--- src/rtl/bcd_adj_pkg.sv ---
// Package: shared operation codes and result record for the decimal adjust unit.
// Assumes an 8-bit byte split into two 4-bit digits.
package bcd_adj_pkg;

    localparam int BYTE_W = 8;

    typedef enum logic [2:0] {
        OP_ASC_ADD = 3'd0,
        OP_ASC_SUB = 3'd1,
        OP_ASC_MUL = 3'd2,
        OP_ASC_DIV = 3'd3,
        OP_DEC_ADD = 3'd4,
        OP_DEC_SUB = 3'd5,
        OP_RSV_6   = 3'd6,
        OP_RSV_7   = 3'd7
    } adj_op_e;

    typedef struct packed {
        logic [BYTE_W-1:0] al;
        logic [BYTE_W-1:0] ah;
        logic              cf;
        logic              af;
    } adj_res_t;

endpackage

--- src/rtl/bcd_nibble_fix.sv ---
// Module: single-cycle nibble corrections for the unpacked add/subtract
// and packed add/subtract operations. Any other code passes its operands
// through. Assumes an 8-bit byte; the digit thresholds are 9 and 0x99.
module bcd_nibble_fix
    import bcd_adj_pkg::*;
(
    input  adj_op_e    op,
    input  logic [7:0] al_in,
    input  logic [7:0] ah_in,
    input  logic       cf_in,
    input  logic       af_in,
    output adj_res_t   res
);

    logic       lo_fix;
    logic       hi_fix;
    logic [3:0] lo_up;
    logic [3:0] lo_dn;

    // Purpose: form the correction conditions and corrected low digits.
    always_comb begin
        lo_fix = (al_in[3:0] > 4'd9) || af_in;
        hi_fix = (al_in > 8'h99) || cf_in;
        lo_up  = al_in[3:0] + 4'd6;
        lo_dn  = al_in[3:0] - 4'd6;
    end

    // Purpose: select the correction for the requested operation.
    always_comb begin
        res = '{al: al_in, ah: ah_in, cf: cf_in, af: af_in};
        case (op)
            OP_ASC_ADD, OP_ASC_SUB: begin
                if (lo_fix) begin
                    res.al = {4'h0, (op == OP_ASC_ADD) ? lo_up : lo_dn};
                    res.ah = (op == OP_ASC_ADD) ? ah_in + 8'd1 : ah_in - 8'd1;
                    res.cf = 1'b1;
                    res.af = 1'b1;
                end else begin
                    res.al = {4'h0, al_in[3:0]};
                    res.cf = 1'b0;
                    res.af = 1'b0;
                end
            end
            OP_DEC_ADD: begin
                res.al = al_in + (lo_fix ? 8'h06 : 8'h00) + (hi_fix ? 8'h60 : 8'h00);
                res.cf = hi_fix;
                res.af = lo_fix;
            end
            OP_DEC_SUB: begin
                res.al = al_in - (lo_fix ? 8'h06 : 8'h00) - (hi_fix ? 8'h60 : 8'h00);
                res.cf = hi_fix;
                res.af = lo_fix;
            end
            default: ;
        endcase
    end

endmodule

--- src/rtl/bcd_fold_digits.sv ---
// Module: combinational fold of two digits into one binary value:
// hi*RADIX + lo, truncated to DW bits. Assumes the inputs are already digits;
// it does not check that.
module bcd_fold_digits #(
    parameter int DW    = 8,
    parameter int RADIX = 10
) (
    input  logic [DW-1:0] hi,
    input  logic [DW-1:0] lo,
    output logic [DW-1:0] folded
);

    localparam logic [DW-1:0] RADIX_V = DW'(RADIX);
    localparam int            PW      = 2 * DW;

    logic [PW-1:0] prod;

    // Purpose: scale the high digit and add the low digit.
    always_comb begin
        prod   = {{DW{1'b0}}, hi} * {{DW{1'b0}}, RADIX_V};
        folded = prod[DW-1:0] + lo;
    end

endmodule

--- src/rtl/bcd_div_iter.sv ---
// Module: restoring bit-serial divider by a constant. It produces one
// quotient bit per step, MSB first. load captures the dividend and clears
// the remainder. The *_nx outputs show the values after the current step,
// so the caller can capture them on the final step edge.
module bcd_div_iter #(
    parameter int DW      = 8,
    parameter int DIVISOR = 10
) (
    input  logic                            clk,
    input  logic                            rst_n,
    input  logic                            load,
    input  logic                            step,
    input  logic [DW-1:0]                   dividend,
    output logic [DW-1:0]                   quot_nx,
    output logic [$clog2(DIVISOR+1)-1:0]    rem_nx
);

    localparam int RW = $clog2(DIVISOR + 1) + 1;

    logic [DW-1:0] dvd_q;
    logic [RW-1:0] rem_q;
    logic [RW-1:0] trial;
    logic          fits;
    logic [RW-1:0] rem_n;

    // Purpose: one trial subtraction of the divisor.
    always_comb begin
        trial   = {rem_q[RW-2:0], dvd_q[DW-1]};
        fits    = trial >= RW'(DIVISOR);
        rem_n   = fits ? trial - RW'(DIVISOR) : trial;
        quot_nx = {dvd_q[DW-2:0], fits};
        rem_nx  = rem_n[RW-2:0];
    end

    // Purpose: hold the shifting dividend/quotient and the partial remainder.
    always_ff @(posedge clk) begin
        if (!rst_n) begin
            dvd_q <= '0;
            rem_q <= '0;
        end else if (load) begin
            dvd_q <= dividend;
            rem_q <= '0;
        end else if (step) begin
            dvd_q <= quot_nx;
            rem_q <= rem_n;
        end
    end

endmodule

--- src/rtl/bcd_adjust_unit.sv ---
// Module: top of the decimal adjust unit. It accepts a request when idle.
// The split-into-digits operation runs an iterative divide over BYTE_W
// cycles; every other operation completes on the accepting edge.
// Assumes an 8-bit byte for the nibble corrections.
module bcd_adjust_unit
    import bcd_adj_pkg::*;
#(
    parameter int BYTE_W = 8,
    parameter int RADIX  = 10
) (
    input  logic              clk,
    input  logic              rst_n,
    input  logic              start,
    input  logic [2:0]        op,
    input  logic [BYTE_W-1:0] al_in,
    input  logic [BYTE_W-1:0] ah_in,
    input  logic              cf_in,
    input  logic              af_in,
    output logic              busy,
    output logic              done,
    output logic [BYTE_W-1:0] al_out,
    output logic [BYTE_W-1:0] ah_out,
    output logic              cf_out,
    output logic              af_out,
    output logic              zf_out,
    output logic              sf_out,
    output logic              pf_out
);

    localparam int CW  = $clog2(BYTE_W);
    localparam int REM = $clog2(RADIX + 1);

    typedef enum logic {ST_IDLE, ST_DIVIDE} state_e;

    state_e            state_q;
    logic [CW-1:0]     step_cnt_q;
    logic              cf_hold_q;
    logic              af_hold_q;
    logic [BYTE_W-1:0] al_q;
    logic [BYTE_W-1:0] ah_q;
    logic              cf_q;
    logic              af_q;
    logic              done_q;

    adj_op_e           op_e;
    logic              accept;
    logic              is_split;
    adj_res_t          fix_res;
    logic [BYTE_W-1:0] folded;
    logic [BYTE_W-1:0] quot_nx;
    logic [REM-1:0]    rem_nx;

    // Purpose: decode the request.
    always_comb begin
        op_e     = adj_op_e'(op);
        accept   = start && (state_q == ST_IDLE);
        is_split = (op_e == OP_ASC_MUL);
    end

    bcd_nibble_fix u_fix (
        .op    (op_e),
        .al_in (al_in),
        .ah_in (ah_in),
        .cf_in (cf_in),
        .af_in (af_in),
        .res   (fix_res)
    );

    bcd_fold_digits #(.DW(BYTE_W), .RADIX(RADIX)) u_fold (
        .hi     (ah_in),
        .lo     (al_in),
        .folded (folded)
    );

    bcd_div_iter #(.DW(BYTE_W), .DIVISOR(RADIX)) u_div (
        .clk      (clk),
        .rst_n    (rst_n),
        .load     (accept && is_split),
        .step     (state_q == ST_DIVIDE),
        .dividend (al_in),
        .quot_nx  (quot_nx),
        .rem_nx   (rem_nx)
    );

    // Purpose: sequence requests and register the results and completion pulse.
    always_ff @(posedge clk) begin
        if (!rst_n) begin
            state_q    <= ST_IDLE;
            step_cnt_q <= '0;
            cf_hold_q  <= 1'b0;
            af_hold_q  <= 1'b0;
            al_q       <= '0;
            ah_q       <= '0;
            cf_q       <= 1'b0;
            af_q       <= 1'b0;
            done_q     <= 1'b0;
        end else begin
            done_q <= 1'b0;
            case (state_q)
                ST_IDLE: begin
                    if (accept) begin
                        if (is_split) begin
                            state_q    <= ST_DIVIDE;
                            step_cnt_q <= '0;
                            cf_hold_q  <= cf_in;
                            af_hold_q  <= af_in;
                        end else begin
                            done_q <= 1'b1;
                            if (op_e == OP_ASC_DIV) begin
                                al_q <= folded;
                                ah_q <= '0;
                                cf_q <= cf_in;
                                af_q <= af_in;
                            end else begin
                                al_q <= fix_res.al;
                                ah_q <= fix_res.ah;
                                cf_q <= fix_res.cf;
                                af_q <= fix_res.af;
                            end
                        end
                    end
                end
                ST_DIVIDE: begin
                    step_cnt_q <= step_cnt_q + 1'b1;
                    if (step_cnt_q == CW'(BYTE_W - 1)) begin
                        state_q <= ST_IDLE;
                        done_q  <= 1'b1;
                        al_q    <= BYTE_W'(rem_nx);
                        ah_q    <= quot_nx;
                        cf_q    <= cf_hold_q;
                        af_q    <= af_hold_q;
                    end
                end
                default: state_q <= ST_IDLE;
            endcase
        end
    end

    // Purpose: drive the outputs and derive the result flags from the final low byte.
    always_comb begin
        busy   = (state_q == ST_DIVIDE);
        done   = done_q;
        al_out = al_q;
        ah_out = ah_q;
        cf_out = cf_q;
        af_out = af_q;
        zf_out = (al_q == '0);
        sf_out = al_q[BYTE_W-1];
        pf_out = ~^al_q;
    end

endmodule

--- config.mk ---
export PLATFORM = sky130hd
export DESIGN_NAME = bcd_adjust_unit
export DESIGN_NICKNAME = d
export VERILOG_FILES = /design/src/rtl/bcd_adj_pkg.sv /design/src/rtl/bcd_nibble_fix.sv /design/src/rtl/bcd_fold_digits.sv /design/src/rtl/bcd_div_iter.sv /design/src/rtl/bcd_adjust_unit.sv
export SDC_FILE = /design/constraint.sdc
export NUM_CORES = 1
export LEC_CHECK = 0
export BUFFER_PORTS_ARGS = -buffer_cell sky130_fd_sc_hd__buf_4
export CAP_MARGIN = 10
export CORE_ASPECT_RATIO = 1.75
export CORE_MARGIN = 10
export CORE_UTILIZATION = 45
export DETAILED_ROUTE_END_ITERATION = 12
export GPL_TIMING_DRIVEN = 0
export PLACE_DENSITY_LB_ADDON = 0.25
export SYNTH_ARGS = -nofsm -noshare
export SYNTH_HDL_FRONTEND = slang
export SYNTH_SLANG_ARGS = --single-unit
--- constraint.sdc ---
create_clock -name clk -period 5 [get_ports clk]
set_input_delay 0.5 -clock clk [delete_from_list [all_inputs] [get_ports clk]]
set_output_delay 0.5 -clock clk [all_outputs]
set_load 0.1 [all_outputs]
==> results of run 1 <==
[where the power goes]
group          internal (W)  switching, W
Combinational      0.000167      0.000352
Sequential         0.000311     0.0000110
Clock              0.000198      0.000126
[Yosys cell counts (8+ instances only)]
cell	n	area (sq um)
ha_1	42	526
a21oi_1	29	145
clkbuf_1	8	30.0
xnor2_1	24	210
mux2i_1	10	100
nor2_1	40	150
inv_1	28	105
dfxtp_1	37	741
nand2_1	42	158
and2_1	8	50.1
buf_2	8	40.0
a31oi_1	9	56.3
o21ai_0	29	145
[kinds of logic (layout without fill, tap and decap cells)]
kind of cell    count (synthesis)  after routing
fa+ha+maj                      47             47
xor+xnor                       29             29
simple gates                  133            133
mux                            11             11
compound gates                125            125
flops                          37             37
buf+inv                        50            103
[final timing paths]
| kind | start | end | slack [ns] | depth (start not counted) |
|---|---|---|---|---|
| worst max-delay path | al_in[1] | al_out[3]$_SDFFE_PN0P_ | 2.06 | 13 |
| worst max register to register | step_cnt_q[0]$_SDFFE_PN0P_ | ah_out[7]$_SDFFE_PN0P_ | 3.06 | 8 |
| worst min register to register | af_out$_SDFFE_PN0P_ | af_out$_SDFFE_PN0P_ | 0.46 | 2 |
| worst min-delay path | af_out$_SDFFE_PN0P_ | af_out$_SDFFE_PN0P_ | 0.46 | 2 |
[worst max-delay path, stage by stage]
cell,delay [ns]
buf_4,0.15
inv_1,0.12
ha_1,0.21
o21bai_4,0.10
a21o_4,0.27
ha_1,0.22
fa_1,0.42
xor2_1,0.18
a2bb2oi_1,0.16
nor2_1,0.05
a2111oi_1,0.30
o31ai_1,0.16
a32o_1,0.27
[per-stage QoR]
| step | utilization [%] | cells |
|---|---|---|
| 2_1_floorplan | - | 432 |
| 3_3_place_gp | 52.0 | 565 |
| 3_5_place_dp | 52.0 | 565 |
| 4_1_cts | 54.0 | 573 |
| 5_1_grt | 54.0 | 573 |
| 6_report | 54.0 | 573 |
[registers in the layout, indices dropped and copies added (netlist names)]
register,cells
u_div.rem_q,4
cf_hold_q,1
u_div.dvd_q,8
af_hold_q,1
busy,1
done,1
al_out,8
af_out,1
step_cnt_q,3
ah_out,8
cf_out,1
[metal layers]
metal	up-vias	GRT usage, %
li1	1634	-
met1	1542	18.4
met2	92	32.4
met3	33	1.80
met4	0	10.0
met5	-	0
[cell type report]
| cell class | count | area share, % |
|---|---|---|
| multi-input combinational | 345 | 61.4 |
| sequential | 37 | 18.2 |
| timing repair buffer | 45 | 8.32 |
| clock buffer | 6 | 3.42 |
| buffer | 21 | 2.84 |
| tap | 88 | 2.71 |
| inverter | 29 | 2.68 |
| clock inverter | 2 | 0.339 |
==> results.yml, run 1 <==
outcome:
  status: "complete, no violations"
critical_path:
  worstSetupStartpointType: "input pin"
  end_kind: "flip-flop"
  crit_arrival_ns: 3.12
  path_class: "in2reg"
  crit_path_max_fanout: 9
  cp_data_required_time_ns: 5.18
floorplan:
  start_util_pct: 46.0
  fp.dieH_um: 136
  dieWidth_um: 86.3
  io_pins: 47
  die_area_sq_mm: 0.0117
  num_rows: 42
  core_area_sq_mm: 0.00751
cells_and_area:
  layout_common_cells: "buf_4 (48), nand2_1 (42), ha_1 (42)"
  diodes: 0
  multi_input_area_sq_mm: 0.00249
  fill_cells: 759
  layout_commonest_cell: "buf_4"
  fin_area_sq_mm: 0.00406
  syn_to_final_growth_pct: 17.4
  fin_nets: 555
  regArea_sq_um: 741
  drive_gt1_share_pct: 18.1
clock_network:
  root_buffer: "clkbuf_16"
  cts_sinks: 37
  h-tree-depth: 2
  holdBufCountCts: 0
  clk_path_buf_depth: 2
  path_clk_slew_ns: 0.06
  cts_tree: "yes"
  cts_setup_buffers: 0
  cts.repair.resized: 0
  cts_buffers: 5
  worstSkewPairLatency_ns: 0.28
detailed_routing:
  wl_met1_mm: 4.00
  vias: 3301
  drc: 0
  drt_iter0_drc: 235
  dr.pass1.iters: 5
  drt-total-wl_mm: 10.3
  routedWlPerCell_um: 18.0
  ant_nets: 0
  dr_wl_met2_mm: 5.50
  highest_layer: "met4"
  vias_per_cell: 5.76
  wl_met3_um: 342
synthesis:
  ys.flop_type: "dfxtp_1"
  synth_edf_count: 0
  syn_area_per_cell_sq_um: 8.01
  synth_area_sq_mm: 0.00346
  synth-compound-area-share_pct: 24.7
  async_flop_share_pct: 0
  syn_nets: 503
  synth_simple_gate_area_share_pct: 18.7
  yosysUniqueCellTypes: 67
  synth_fa_ha_area_share_pct: 18.1
  synth-xor-area-share_pct: 7.34
  ys_warn_count: 0
  synth-seq-cells: 37
  synth_top_family_by_area: "compound AO/OA/AOI/OAI gates"
  synth_cells: 432
  synth.mux.area_fraction_pct: 3.22
  ys_seq_area_share_pct: 21.4
global_route:
  grt_usage_pct: 17.5
  grt_pass1_wl_mm: 16.7
  grt_pass1_vias: 3426
  overflow: 0
  grt_max_degree: 13
  antenna_found_initial: 0
sta:
  slew_violations: 0
  hold_slack_ns: 0.459
  tightest_slew_ns: 0.551
  maxSlewHeadroom_pct: 63.2
  rsz0062_at_grt: "false"
  skew_ns: 0.00726
  max_freq_mhz: 340
  fin_ws_ns: 2.06
  tns_ns: 0
  finalCriticalPeriod_ns: 2.94
  fin_crit_sh_pct: 58.8
  finalSetupViolations: 0
  hold_violations: 0
flow_run:
  cap_viol_max_count: 0
place:
  place_ws_ns: 1.79
  port_buffers: 45
  gp_congestion: 0.913
  placed_area_sq_mm: 0.00391
  dp_hpwl_mm: 8.43
worst_hold_path:
  hold_class: "reg2reg"
pwr:
  vdd_drop_max_mv: 0.150
  p_leak_nw: 1.82
  finalPower_w: 0.00117
  p_per_area_mw_per_mm2: 287
Power figures use the tool's default switching activity.
==> run 2: changes to the inputs <==
- clock period: 5 -> 2.85 ns (I/O delays scaled with it)
==> run 2 against run 1 <==
  * Cell area hardly changed
  * Global-route usage is 0.35 points lower
  * Routed wire length shrank 2.2%
  * Register-to-register slack got worse by 2.2 ns
  * Sequential power rose by 75%
  * Setup slack worse by 1.9 ns
  * Clock power increased by 62%
  * Non-clock buffer count unchanged
  * Sequential share of layout area barely moved
  * Cell count unchanged
  * Hold slack lost 0.17 ns
  * Flip-flop and latch count stayed put
  * Critical path type unchanged
==> results.yml, run 2 (synthesized netlist as in run 1, its figures left out) <==
outcome:
  status: "complete, no violations"
critical_path:
  crit_path_max_fanout: 8
  slowest_stage: "a311o_1"
  worstSetupStartpointType: "input pin"
  crit_start: "al_in[1]"
  end_kind: "flip-flop"
  max_stage_delay_ns: 0.38
  rr_worst_depth: 8
  crit_top_cell: "ha_1"
  path_class: "in2reg"
  reg2reg_from: "step_cnt_q[0]$_SDFFE_PN0P_"
  cp_data_required_time_ns: 3.05
  crit_chain: "buf_4 > inv_1 > ha_1 > o21bai_4 > a311o_1 > a21o_1 > ha_1 > inv_1 > ha_1 > a21oi_1 > xnor2_1 > a21oi_2 > a221oi_2"
  crit_arrival_ns: 2.89
cells_and_area:
  layout_common_cells: "buf_4 (48), nand2_1 (42), ha_1 (42)"
  layout_commonest_cell: "buf_4"
  drive_gt1_share_pct: 18.4
  diodes: 0
  fin_nets: 555
  syn_to_final_growth_pct: 17.3
worst_hold_path:
  hold_class: "in2reg"
  min_path_cells: 3
  hold_start: "cf_in"
sta:
  fin_ws_ns: 0.160
  rsz0062_at_grt: "false"
  skew_ns: 0.00463
  maxSlewHeadroom_pct: 66.0
  hold_violations: 0
  tightest_slew_ns: 0.511
  finalSetupViolations: 0
  slew_violations: 0
  max_freq_mhz: 372
  finalCriticalPeriod_ns: 2.69
  fin_crit_sh_pct: 94.4
detailed_routing:
  ant_nets: 0
  drt-total-wl_mm: 10.1
  dr.pass1.iters: 4
  drt_iter0_drc: 241
  vias: 3322
  vias_per_cell: 5.80
  routedWlPerCell_um: 17.6
  drc: 0
place:
  gp_congestion: 0.892
  port_buffers: 45
  dp_hpwl_mm: 8.29
  place_ws_ns: -0.153
clock_network:
  path_clk_slew_ns: 0.05
  h-tree-depth: 2
  cts_buffers: 5
  cts_sinks: 37
  root_buffer: "clkbuf_16"
  clk_path_buf_depth: 2
  holdBufCountCts: 0
  worstSkewPairLatency_ns: 0.28
  cts_tree: "yes"
floorplan:
  io_pins: 47
  core_area_sq_mm: 0.00751
  dieWidth_um: 86.3
  num_rows: 42
  start_util_pct: 46.0
  fp.dieH_um: 136
  die_area_sq_mm: 0.0117
pwr:
  p_leak_nw: 1.82
  vdd_drop_max_mv: 0.221
  finalPower_w: 0.00201
  p_per_area_mw_per_mm2: 494
global_route:
  antenna_found_initial: 0
  overflow: 0
  grt_max_degree: 12
  grt_usage_pct: 17.1
  grt_pass1_vias: 3367
  grt_pass1_wl_mm: 16.4
flow_run:
  cap_viol_max_count: 0
## run 2: changes by cell type in the layout (fill, tap and decap cells not counted)
cell and change:
clkbuf_1 +1, a2111oi_2 +1, xnor2_1 -1, clkinv_2 +1, clkbuf_8 -1, xnor2_2 +1, clkinv_4 -1, a2111oi_1 -1
## run 2: path summary, 6_finish.rpt
check                                              end  slack [ns]
worst max-delay path            al_out[7]$_SDFFE_PN0P_        0.16
worst min-delay path            cf_hold_q$_SDFFE_PN0P_        0.29
worst max register to register  ah_out[7]$_SDFFE_PN0P_        0.89
worst min register to register     af_out$_SDFFE_PN0P_        0.47
## run 2: through the flow
stage	instance area, sq um	TNS, ns	hold WS [ns]	utilization, %	instances
2_1_floorplan	3470	0	0.421	-	432
3_3_place_gp	3910	-0.224	0.448	52.1	565
3_5_place_dp	3910	-0.260	0.453	52.1	565
4_1_cts	4050	0	0.281	53.9	573
5_1_grt	4060	0	0.305	54.0	573
6_report	4060	0	0.287	54.0	573
## run 2: layout make-up
class | count | area, sq um
clock buffers | 6 | 129
inverters | 29 | 109
clock inverters | 2 | 10.0
plain buffers | 21 | 115
fillers | 722 | 3460
flip-flops and latches | 37 | 741
well taps | 88 | 110
repair buffers | 45 | 338
multi-input cells | 345 | 2510
## run 2: where the power goes
part	leakage, nW	switching (W)	internal [W]
Sequential	0.303	0.0000186	0.000547
Clock	0.0706	0.000204	0.000321
Combinational	1.45	0.000617	0.000299
## run 2: per-layer routing
layer,track usage (%),vias to the layer above,wire (um)
met5,0,-,0
met4,10.3,0,475
met3,2.34,33,447
met2,31.2,92,5380
met1,17.9,1565,3760
li1,-,1632,-
## run 2: what timing repair did
| action | in CTS | in global routing |
|---|---|---|
| setup endpoints to repair | 0 | 1 |
| gates resized for setup | 0 | 1 |
| setup buffers | 0 | 0 |
## run 2: critical path, delay by kind of cell
family / cells / cell delay, ns
buf+inv: 3 / 0.35
fa+ha+maj: 3 / 0.86
xor+xnor: 1 / 0.17
compound gates: 6 / 1.23
